==> src/rtl/cfgsr_pkg.sv <==
// Package: shared constants for the card function configuration-status register.
// Assumes: one register byte per function; field positions are fixed because
// host software decodes them.
package cfgsr_pkg;
    localparam int REG_W       = 8;
    localparam int PIN_BITS    = 4;
    localparam int BIT_CHNG    = 7;
    localparam int BIT_CHG_EN  = 6;
    localparam int BIT_NARROW  = 5;
    localparam int BIT_SPARE   = 4;
    localparam int BIT_AUDIO   = 3;
    localparam int BIT_PWRDN   = 2;
    localparam int BIT_INTR    = 1;
    localparam int BIT_ACKMODE = 0;
endpackage

==> src/rtl/cfgsr_func.sv <==
// Module: one function's configuration-status register.
// Holds the writable control bits and the interrupt-pending bit (live or
// sticky), samples the pin-status OR, and gates the power-down request by READY.
// Assumes: wr_sel is already decoded for this function; synchronous active-low reset.
module cfgsr_func
    import cfgsr_pkg::*;
(
    input  logic                clk,
    input  logic                rst_n,
    input  logic                wr_sel,
    input  logic [REG_W-1:0]    wdata,
    input  logic                irq_src,
    input  logic [PIN_BITS-1:0] pin_status,
    input  logic                ready,
    output logic [REG_W-1:0]    rd_byte,
    output logic                intr,
    output logic                chg_req,
    output logic                audio_en,
    output logic                pwrdn_req
);
    logic chng_q, chg_en_q, audio_q, pwrdn_q, intr_q, ack_q, pd_active_q;
    logic clr_hit;
    logic intr_nxt;
    logic unused_wbits;

    assign unused_wbits = ^{wdata[BIT_CHNG], wdata[BIT_NARROW], wdata[BIT_SPARE]};

    // Purpose: a sticky-mode write carrying 0 in the pending bit.
    assign clr_hit = wr_sel && ack_q && !wdata[BIT_INTR];

    // Purpose: next pending value: live copy, or latch-until-clear in sticky mode.
    always_comb begin
        if (!ack_q)       intr_nxt = irq_src;
        else if (clr_hit) intr_nxt = 1'b0;
        else              intr_nxt = intr_q | irq_src;
    end

    // Purpose: host-writable control bits.
    always_ff @(posedge clk) begin
        if (!rst_n) begin
            chg_en_q <= 1'b0;
            audio_q  <= 1'b0;
            pwrdn_q  <= 1'b0;
            ack_q    <= 1'b0;
        end else if (wr_sel) begin
            chg_en_q <= wdata[BIT_CHG_EN];
            audio_q  <= wdata[BIT_AUDIO];
            pwrdn_q  <= wdata[BIT_PWRDN];
            ack_q    <= wdata[BIT_ACKMODE];
        end
    end

    // Purpose: status state: pending bit and sampled pin-status OR.
    always_ff @(posedge clk) begin
        if (!rst_n) begin
            intr_q <= 1'b0;
            chng_q <= 1'b0;
        end else begin
            intr_q <= intr_nxt;
            chng_q <= |pin_status;
        end
    end

    // Purpose: power-down request moves only while the card is not busy.
    always_ff @(posedge clk) begin
        if (!rst_n)     pd_active_q <= 1'b0;
        else if (ready) pd_active_q <= pwrdn_q;
    end

    assign rd_byte   = {chng_q, chg_en_q, 1'b0, 1'b0, audio_q, pwrdn_q, intr_q, ack_q};
    assign intr      = intr_q;
    assign chg_req   = chg_en_q & chng_q;
    assign audio_en  = audio_q;
    assign pwrdn_req = pd_active_q;

    // in live mode the pending bit is last clock's request
    a_r4_live_follow: assert property (@(posedge clk) disable iff (!rst_n)
        (!ack_q) |=> (intr_q == $past(irq_src)));
    // a set sticky bit survives any clock without a clearing write
    a_r5_sticky_hold: assert property (@(posedge clk) disable iff (!rst_n)
        (ack_q && intr_q && !(wr_sel && !wdata[BIT_INTR])) |=> intr_q);
    // a clearing write in sticky mode drops the bit
    a_r5_sticky_clear: assert property (@(posedge clk) disable iff (!rst_n)
        (ack_q && wr_sel && !wdata[BIT_INTR]) |=> !intr_q);
    // request frozen while busy
    a_r10_busy_hold: assert property (@(posedge clk) disable iff (!rst_n)
        (!ready) |=> $stable(pwrdn_req));
    // request tracks the written bit while ready
    a_r10_ready_track: assert property (@(posedge clk) disable iff (!rst_n)
        (ready) |=> (pwrdn_req == $past(rd_byte[BIT_PWRDN])));
endmodule

==> src/rtl/cfgsr_merge.sv <==
// Module: merges the per-function outputs into the shared pins and the read bus.
// Assumes: at most one select bit is set (addresses are distinct).
module cfgsr_merge
    import cfgsr_pkg::*;
#(
    parameter int NUM_FUNC = 2
) (
    input  logic [NUM_FUNC-1:0]       rd_sel,
    input  logic [NUM_FUNC*REG_W-1:0] rd_bytes,
    input  logic [NUM_FUNC-1:0]       intr,
    input  logic [NUM_FUNC-1:0]       chg_req,
    input  logic [NUM_FUNC-1:0]       audio_en,
    input  logic [NUM_FUNC-1:0]       audio_in,
    input  logic                      io_mode,
    output logic [REG_W-1:0]          rdata,
    output logic                      chg_n,
    output logic                      ireq_n,
    output logic                      spkr_out
);
    // Purpose: AND-OR read mux over the selected function.
    always_comb begin
        rdata = '0;
        for (int f = 0; f < NUM_FUNC; f++) begin
            if (rd_sel[f]) rdata = rdata | rd_bytes[f*REG_W +: REG_W];
        end
    end

    // Purpose: shared pins, gated by interface mode where required.
    assign chg_n    = !(io_mode && (|chg_req));
    assign ireq_n   = !(|intr);
    assign spkr_out = io_mode && (|(audio_en & audio_in));
endmodule

==> src/rtl/card_fcsr.sv <==
// Module: top of the per-function configuration-status registers.
// Decodes the host address to one register per function, instantiates them,
// and drives the shared change, speaker and interrupt pins.
// Assumes: BASE_ADDR + f*ADDR_STRIDE are distinct and fit in ADDR_W bits.
module card_fcsr
    import cfgsr_pkg::*;
#(
    parameter int NUM_FUNC    = 2,
    parameter int ADDR_W      = 12,
    parameter int BASE_ADDR   = 'h402,
    parameter int ADDR_STRIDE = 'h40
) (
    input  logic                         clk,
    input  logic                         rst_n,
    input  logic [ADDR_W-1:0]            host_addr,
    input  logic                         host_wr_en,
    input  logic [REG_W-1:0]             host_wdata,
    output logic [REG_W-1:0]             host_rdata,
    input  logic                         io_mode,
    input  logic                         ready,
    input  logic [NUM_FUNC-1:0]          irq_src,
    input  logic [NUM_FUNC*PIN_BITS-1:0] pin_status,
    input  logic [NUM_FUNC-1:0]          audio_in,
    output logic                         chg_n,
    output logic                         spkr_out,
    output logic [NUM_FUNC-1:0]          pwrdn_req,
    output logic                         ireq_n
);
    logic [NUM_FUNC-1:0]       sel;
    logic [NUM_FUNC*REG_W-1:0] rd_bytes;
    logic [NUM_FUNC-1:0]       intr_v, chg_req_v, audio_en_v;

    for (genvar f = 0; f < NUM_FUNC; f++) begin : g_func
        localparam logic [ADDR_W-1:0] FADDR = ADDR_W'(BASE_ADDR + f * ADDR_STRIDE);

        // Purpose: address decode for this function.
        assign sel[f] = (host_addr == FADDR);

        cfgsr_func u_func (
            .clk        (clk),
            .rst_n      (rst_n),
            .wr_sel     (host_wr_en && sel[f]),
            .wdata      (host_wdata),
            .irq_src    (irq_src[f]),
            .pin_status (pin_status[f*PIN_BITS +: PIN_BITS]),
            .ready      (ready),
            .rd_byte    (rd_bytes[f*REG_W +: REG_W]),
            .intr       (intr_v[f]),
            .chg_req    (chg_req_v[f]),
            .audio_en   (audio_en_v[f]),
            .pwrdn_req  (pwrdn_req[f])
        );
    end

    cfgsr_merge #(.NUM_FUNC(NUM_FUNC)) u_merge (
        .rd_sel   (sel),
        .rd_bytes (rd_bytes),
        .intr     (intr_v),
        .chg_req  (chg_req_v),
        .audio_en (audio_en_v),
        .audio_in (audio_in),
        .io_mode  (io_mode),
        .rdata    (host_rdata),
        .chg_n    (chg_n),
        .ireq_n   (ireq_n),
        .spkr_out (spkr_out)
    );

    // outside I/O mode the change pin stays deasserted
    a_r8_chg_quiet: assert property (@(posedge clk) disable iff (!rst_n)
        (!io_mode) |-> chg_n);
    // a pending bit in any function pulls the shared line low
    a_r11_ireq_low: assert property (@(posedge clk) disable iff (!rst_n)
        (|intr_v) |-> !ireq_n);
endmodule

==> config.mk <==
export PLATFORM = sky130hd
export DESIGN_NAME = card_fcsr
export DESIGN_NICKNAME = d
export VERILOG_FILES = /design/src/rtl/cfgsr_pkg.sv /design/src/rtl/cfgsr_func.sv /design/src/rtl/cfgsr_merge.sv /design/src/rtl/card_fcsr.sv
export SDC_FILE = /design/constraint.sdc
export NUM_CORES = 1
export LEC_CHECK = 0
export BUFFER_PORTS_ARGS = -buffer_cell sky130_fd_sc_hd__clkbuf_2
export CAP_MARGIN = 15
export CORE_MARGIN = 10
export CORE_UTILIZATION = 41
export DETAILED_ROUTE_END_ITERATION = 7
export PLACE_DENSITY = 0.9
export SYNTH_ARGS = -nofsm -noshare
export SYNTH_HDL_FRONTEND = slang
export SYNTH_SLANG_ARGS = --single-unit
==> constraint.sdc <==
create_clock -name clk -period 1.2 [get_ports clk]
set_clock_uncertainty 0.15 [all_clocks]
set_input_delay 0 -clock clk [delete_from_list [all_inputs] [get_ports clk]]
set_output_delay 0 -clock clk [all_outputs]
set_load 0.005 [all_outputs]
Word-level counts from Yosys, hierarchy flattened:

Cells that the tools add are included.

* bits of input ports: 37
* bits in registers: 14
* memories: 0
* ROM bits: 0
* memory bits (writable): 0
* latch bits: 0
* word-level logic and storage cells: 44

* reduce and logical (&&, ||, !) cells: 16
* div/mod/pow operators: 0
* shift operators: 0
* add/subtract/negate cells: 0
* $lt $le $gt $ge: 0
* equal/unequal tests: 2
* $mul: 0
* mux-type cells: 6
* bitwise logic cells: 6

Operator list (number)
* 12-bit by 11-bit equality test with 1-bit output (second input constant): 2
* 8-bit 2-to-1 mux: 2
* 1-bit logical AND: 8
* 8-bit OR: 1
* 4-bit OR reduction: 2
* 2-bit OR reduction: 3
* 1-bit 2-to-1 mux: 4
* 1-bit logical NOT: 3
* 1-bit AND: 2
* 2-bit AND: 1
* 1-bit OR: 2

Depth between registers and ports, before layout:

* depth in word-level cells: 6
* depth in mapped cells: 4
* depth with buffers taken out: 3

By module:

From an unflattened synthesis, not the netlist that was laid out.

* cells, all modules: 91
* area, all modules: 854.6 um^2

By module, submodules not included
* cfgsr_func: instances 2, area each 327.8 um^2, cells each 34
* cfgsr_merge: instances 1, area each 115.1 um^2, cells each 14
* card_fcsr: instances 1, area each 83.8 um^2, cells each 9

Worst setup path after synthesis:

OpenSTA, ideal clock, no wires.

* path type: input to register
* from: input host_addr[0]
* to: register g_func[0].u_func.intr_q
* path slack: 162 ps
* data arrival time: 772 ps
* stages on the path: 3
* data required time: 934 ps
* cell sequence: nor4b_4 > nand3_2 > o211a_1

* longest elaborated chain between the ends: 6

RTL lines
* start: declaration: line card_fcsr.sv:15 `input logic [ADDR_W-1:0] host_addr,`
* 12-bit by 11-bit equality test with 1-bit output: line card_fcsr.sv:37 `assign sel[f] = (host_addr == FADDR);`
* 1-bit logical AND: line card_fcsr.sv:42 `.wr_sel (host_wr_en && sel[f]),`
* 1-bit logical AND (2 in series): line cfgsr_func.sv:29 `assign clr_hit = wr_sel && ack_q && !wdata[BIT_INTR];`
* 1-bit 2-to-1 mux: line cfgsr_func.sv:34 `else if (clr_hit) intr_nxt = 1'b0;`
* 1-bit 2-to-1 mux: line cfgsr_func.sv:33 `if (!ack_q) intr_nxt = irq_src;`
* end signal: assignment: line cfgsr_func.sv:59 `intr_q <= intr_nxt;`
* end: declaration: line cfgsr_func.sv:21 `logic chng_q, chg_en_q, audio_q, pwrdn_q, intr_q, ack_q, pd_active_q;`

No other way between the ends.
A chain may end at the register's enable or synchronous reset.

Final worst setup path:

* from: register g_func[0].u_func.chng_q
* to: output chg_n

* longest elaborated chain between the ends: 4

RTL lines
* start: declaration: line cfgsr_func.sv:21
* start signal: assignment: line cfgsr_func.sv:60 `chng_q <= |pin_status;`
* 1-bit AND: line cfgsr_func.sv:72 `assign chg_req = chg_en_q & chng_q;`
* 2-bit OR reduction: line cfgsr_merge.sv:29 `assign chg_n = !(io_mode && (|chg_req));`
* 1-bit logical AND: line cfgsr_merge.sv:29
* 1-bit logical NOT: line cfgsr_merge.sv:29
* end: declaration: line card_fcsr.sv:24 `output logic chg_n,`

No other way between the ends.

==> results.txt <==
Worst setup margin - 65.7 ps
Die area - 0.00404 sq mm
Commonest non-fill, non-tap cell in the layout - clkbuf_2
First-pass DRT Iterations - 5
Total CTS buffers - 3
Yosys warning count - 0
Cell Count, Final, Fillers Out - 164
Vias in the first global route - 864
Unrepaired setup endpoints after global routing - no
Reg2Reg Setup Slack - 320 ps
Worst min path class - in -> reg
Most frequent cells in the layout - 44 x clkbuf_2, 16 x mux2i_1, 16 x dlygate4sd3_1
Leakage - 0.623 nW
Clock Tree Buf Depth - 2
First-pass GRT wire length - 4000 um
Yosys reg bits - 14
Largest family of logic cells by synthesized area - simple AND/OR/NAND/NOR gates
DRC viols - 0
Synth Area in XOR/XNOR - 0%
Post-Synth Adder-Cell Area - 0%
Placer Congestion - 0.762
Core Region - 0.00176 sq mm
Chip width - 63.6 um
Worst Setup End Kind - primary output
Starting Density - 44.1%
Synthesized instance count - 80
Synthesized area per cell - 9.73 sq um
WP data arrival - 980 ps
P per Cell Area - 753 mW/mm^2
Die span in y - 63.6 um
Max frequency - 0.882 GHz
Critical Path Sink - chg_n
Buf+Inv Stages, Crit Path - 1
Worst reg2reg path endpoint - g_func[0].u_func.intr
Mux contribution to synthesized area - 20.6%
Vias per inst - 4.76
Rows - 15
I/O Buffers - 44
Synth Area in Compound Gates - 9.49%
DR vias - 780
Post-DP HPWL - 1780 um
CP required - 1050 ps
Fraction of layout cells with a size suffix above 1 - 42.4%
All-Layer GR Usage - 11.9%
Simple-Gate Fraction of Synth Area - 28.0%
Antenna violations before repair - 0
Critical Path Max Stage Delay - 310 ps
Clk_lat worst skew - 280 ps
DRT Wirelength - 2380 um
Post-route ant nets - 0
Final min period - 1130 ps
Clock root buffer - clkbuf_4
IO Count - 50
Critical Path Start - g_func[0].u_func.chng_q
Crit Path Max Fanout - 2
Post-layout nets - 178
Depth of the CTS H-tree - 1
Global route overflow - 0
Critical path launch point type - register
Routed wire length per instance - 14.5 um
CTS Sinks - 14
Max Cap Viol - 0
Setup violators final - 0
Fin. Hold Viols - 0
Number of inserted diodes - 0
CP max-delay cell - dfxtp_1
Status - complete, no violations
TritonCTS clock tree - done
Sequential element share of the synthesized area - 36.0%
Cell Area, Placed - 998 sq um
Worst path cell trace - a22o_1, nand2_1, clkbuf_2
Distinct cells, synth - 21
Setup WS pre-CTS - -64.7 ps
Final Cell Area - 0.00120 sq mm
Power, Total - 0.000904 W
Area Growth Syn to Fin - 54.3%
Post-Syn Area - 778 sq um
Tcrit/Tclk final - 94.5%
Placed cell count - 144
Final Max Tran Viols - 0
Largest net degree at the start of global routing - 19
Clock slew at reported path FFs - 70 ps
R2r startpoint - g_func[0].u_func.ack_q
Reg2reg path depth - 2
Peak VDD IR - 0.848 mV
Crit. path cell count - 3
Starting DRT DRC Count - 21
CP Class - reg -> out
Crit path max-delay family - flip-flops
metrics by stage:
stage          hold WS [ps]  TNS [ps]  util (%)
3_5_place_dp           70.4      -308      56.6
3_3_place_gp           65.0     -19.3      56.6
2_1_floorplan          -109         0         -
6_report               8.35         0      68.1
5_1_grt                45.3         0      68.1
4_1_cts                10.8         0      67.0
worst reg2reg max path, stage by stage, from the launching register on:
cell and delay, ps:
dfxtp_2 350, nand3b_1 80, o211a_1 200
cell type report:
cell class / count / area [sq um]
clock buffers: 3 / 22.5
multi-input cells: 60 / 467
fillers: 142 / 563
repair buffers: 62 / 395
well taps: 25 / 31.3
flip-flops and latches: 14 / 285
cell families after synthesis:
logic type | count (synthesis)
AO/OA/AOI/OAI | 8
AND/OR/NAND/NOR | 34
flip-flops | 14
buffers and inverters | 7
other | 1
multiplexers | 16
Yosys cell counts:
master / number / area share, %
o211a_1: 2 / 2.6
nor3_2: 1 / 1.3
nor4b_4: 2 / 6.1
a22o_1: 1 / 1.1
nor2b_1: 5 / 4.0
clkbuf_1: 2 / 0.96
nor2_1: 7 / 3.4
nand3b_1: 1 / 0.96
nand4_2: 2 / 3.2
o41a_1: 2 / 2.9
dfxtp_1: 14 / 36
nand3_1: 1 / 0.64
buf_2: 1 / 0.64
nand3_2: 1 / 1.3
mux2i_1: 16 / 21
buf_4: 4 / 3.9
a21o_1: 2 / 1.9
conb_1: 1 / 0.48
and2_1: 1 / 0.80
nand2_1: 13 / 6.3
a22oi_1: 1 / 0.96
registers in the layout, summed over array words and instances (netlist names):
register and cells:
g_func.u_func.pwrdn_req 2, g_func.u_func.pwrdn_q 2, g_func.u_func.chg_en_q 2, g_func.u_func.ack_q 2
g_func.u_func.intr 2, g_func.u_func.audio_en 2, g_func.u_func.chng_q 2
where the power goes:
part	total [W]	internal (W)	switching [W]
Sequential	0.000477	0.000472	0.00000470
Combinational	0.000170	0.000104	0.0000657
Clock	0.000258	0.000117	0.000141
Total	0.000904	0.000692	0.000212
how the worst min path moves through the flow:
stage,start,endpoint,slack (ps),cells after the start
6_report,host_addr[9],g_func[0].u_func.intr,8,4
2_1_floorplan,io_mode,chg_n,-110,1
3_3_place_gp,pin_status[6],g_func[1].u_func.chng_q,60,2
5_1_grt,host_addr[11],g_func[0].u_func.intr,50,4
4_1_cts,host_addr[9],g_func[0].u_func.chg_en_q,10,4
3_5_place_dp,pin_status[6],g_func[1].u_func.chng_q,70,2
repair_timing:
action,4_1_cts,5_1_grt
endpoints found under the hold margin,14,0
endpoints found under the setup margin,0,6
hold buffers,16,0
resized for setup,0,5
setup buffers,0,1
per-layer routing:
metal	track usage (%)	up-vias	part of all wire [%]
met5	0	-	0
met4	3.28	0	0.80
met3	6.71	2	14
li1	-	395	-
met2	20.5	47	46
met1	11.9	336	39
Note: power is estimated with default switching activity, not from simulation.
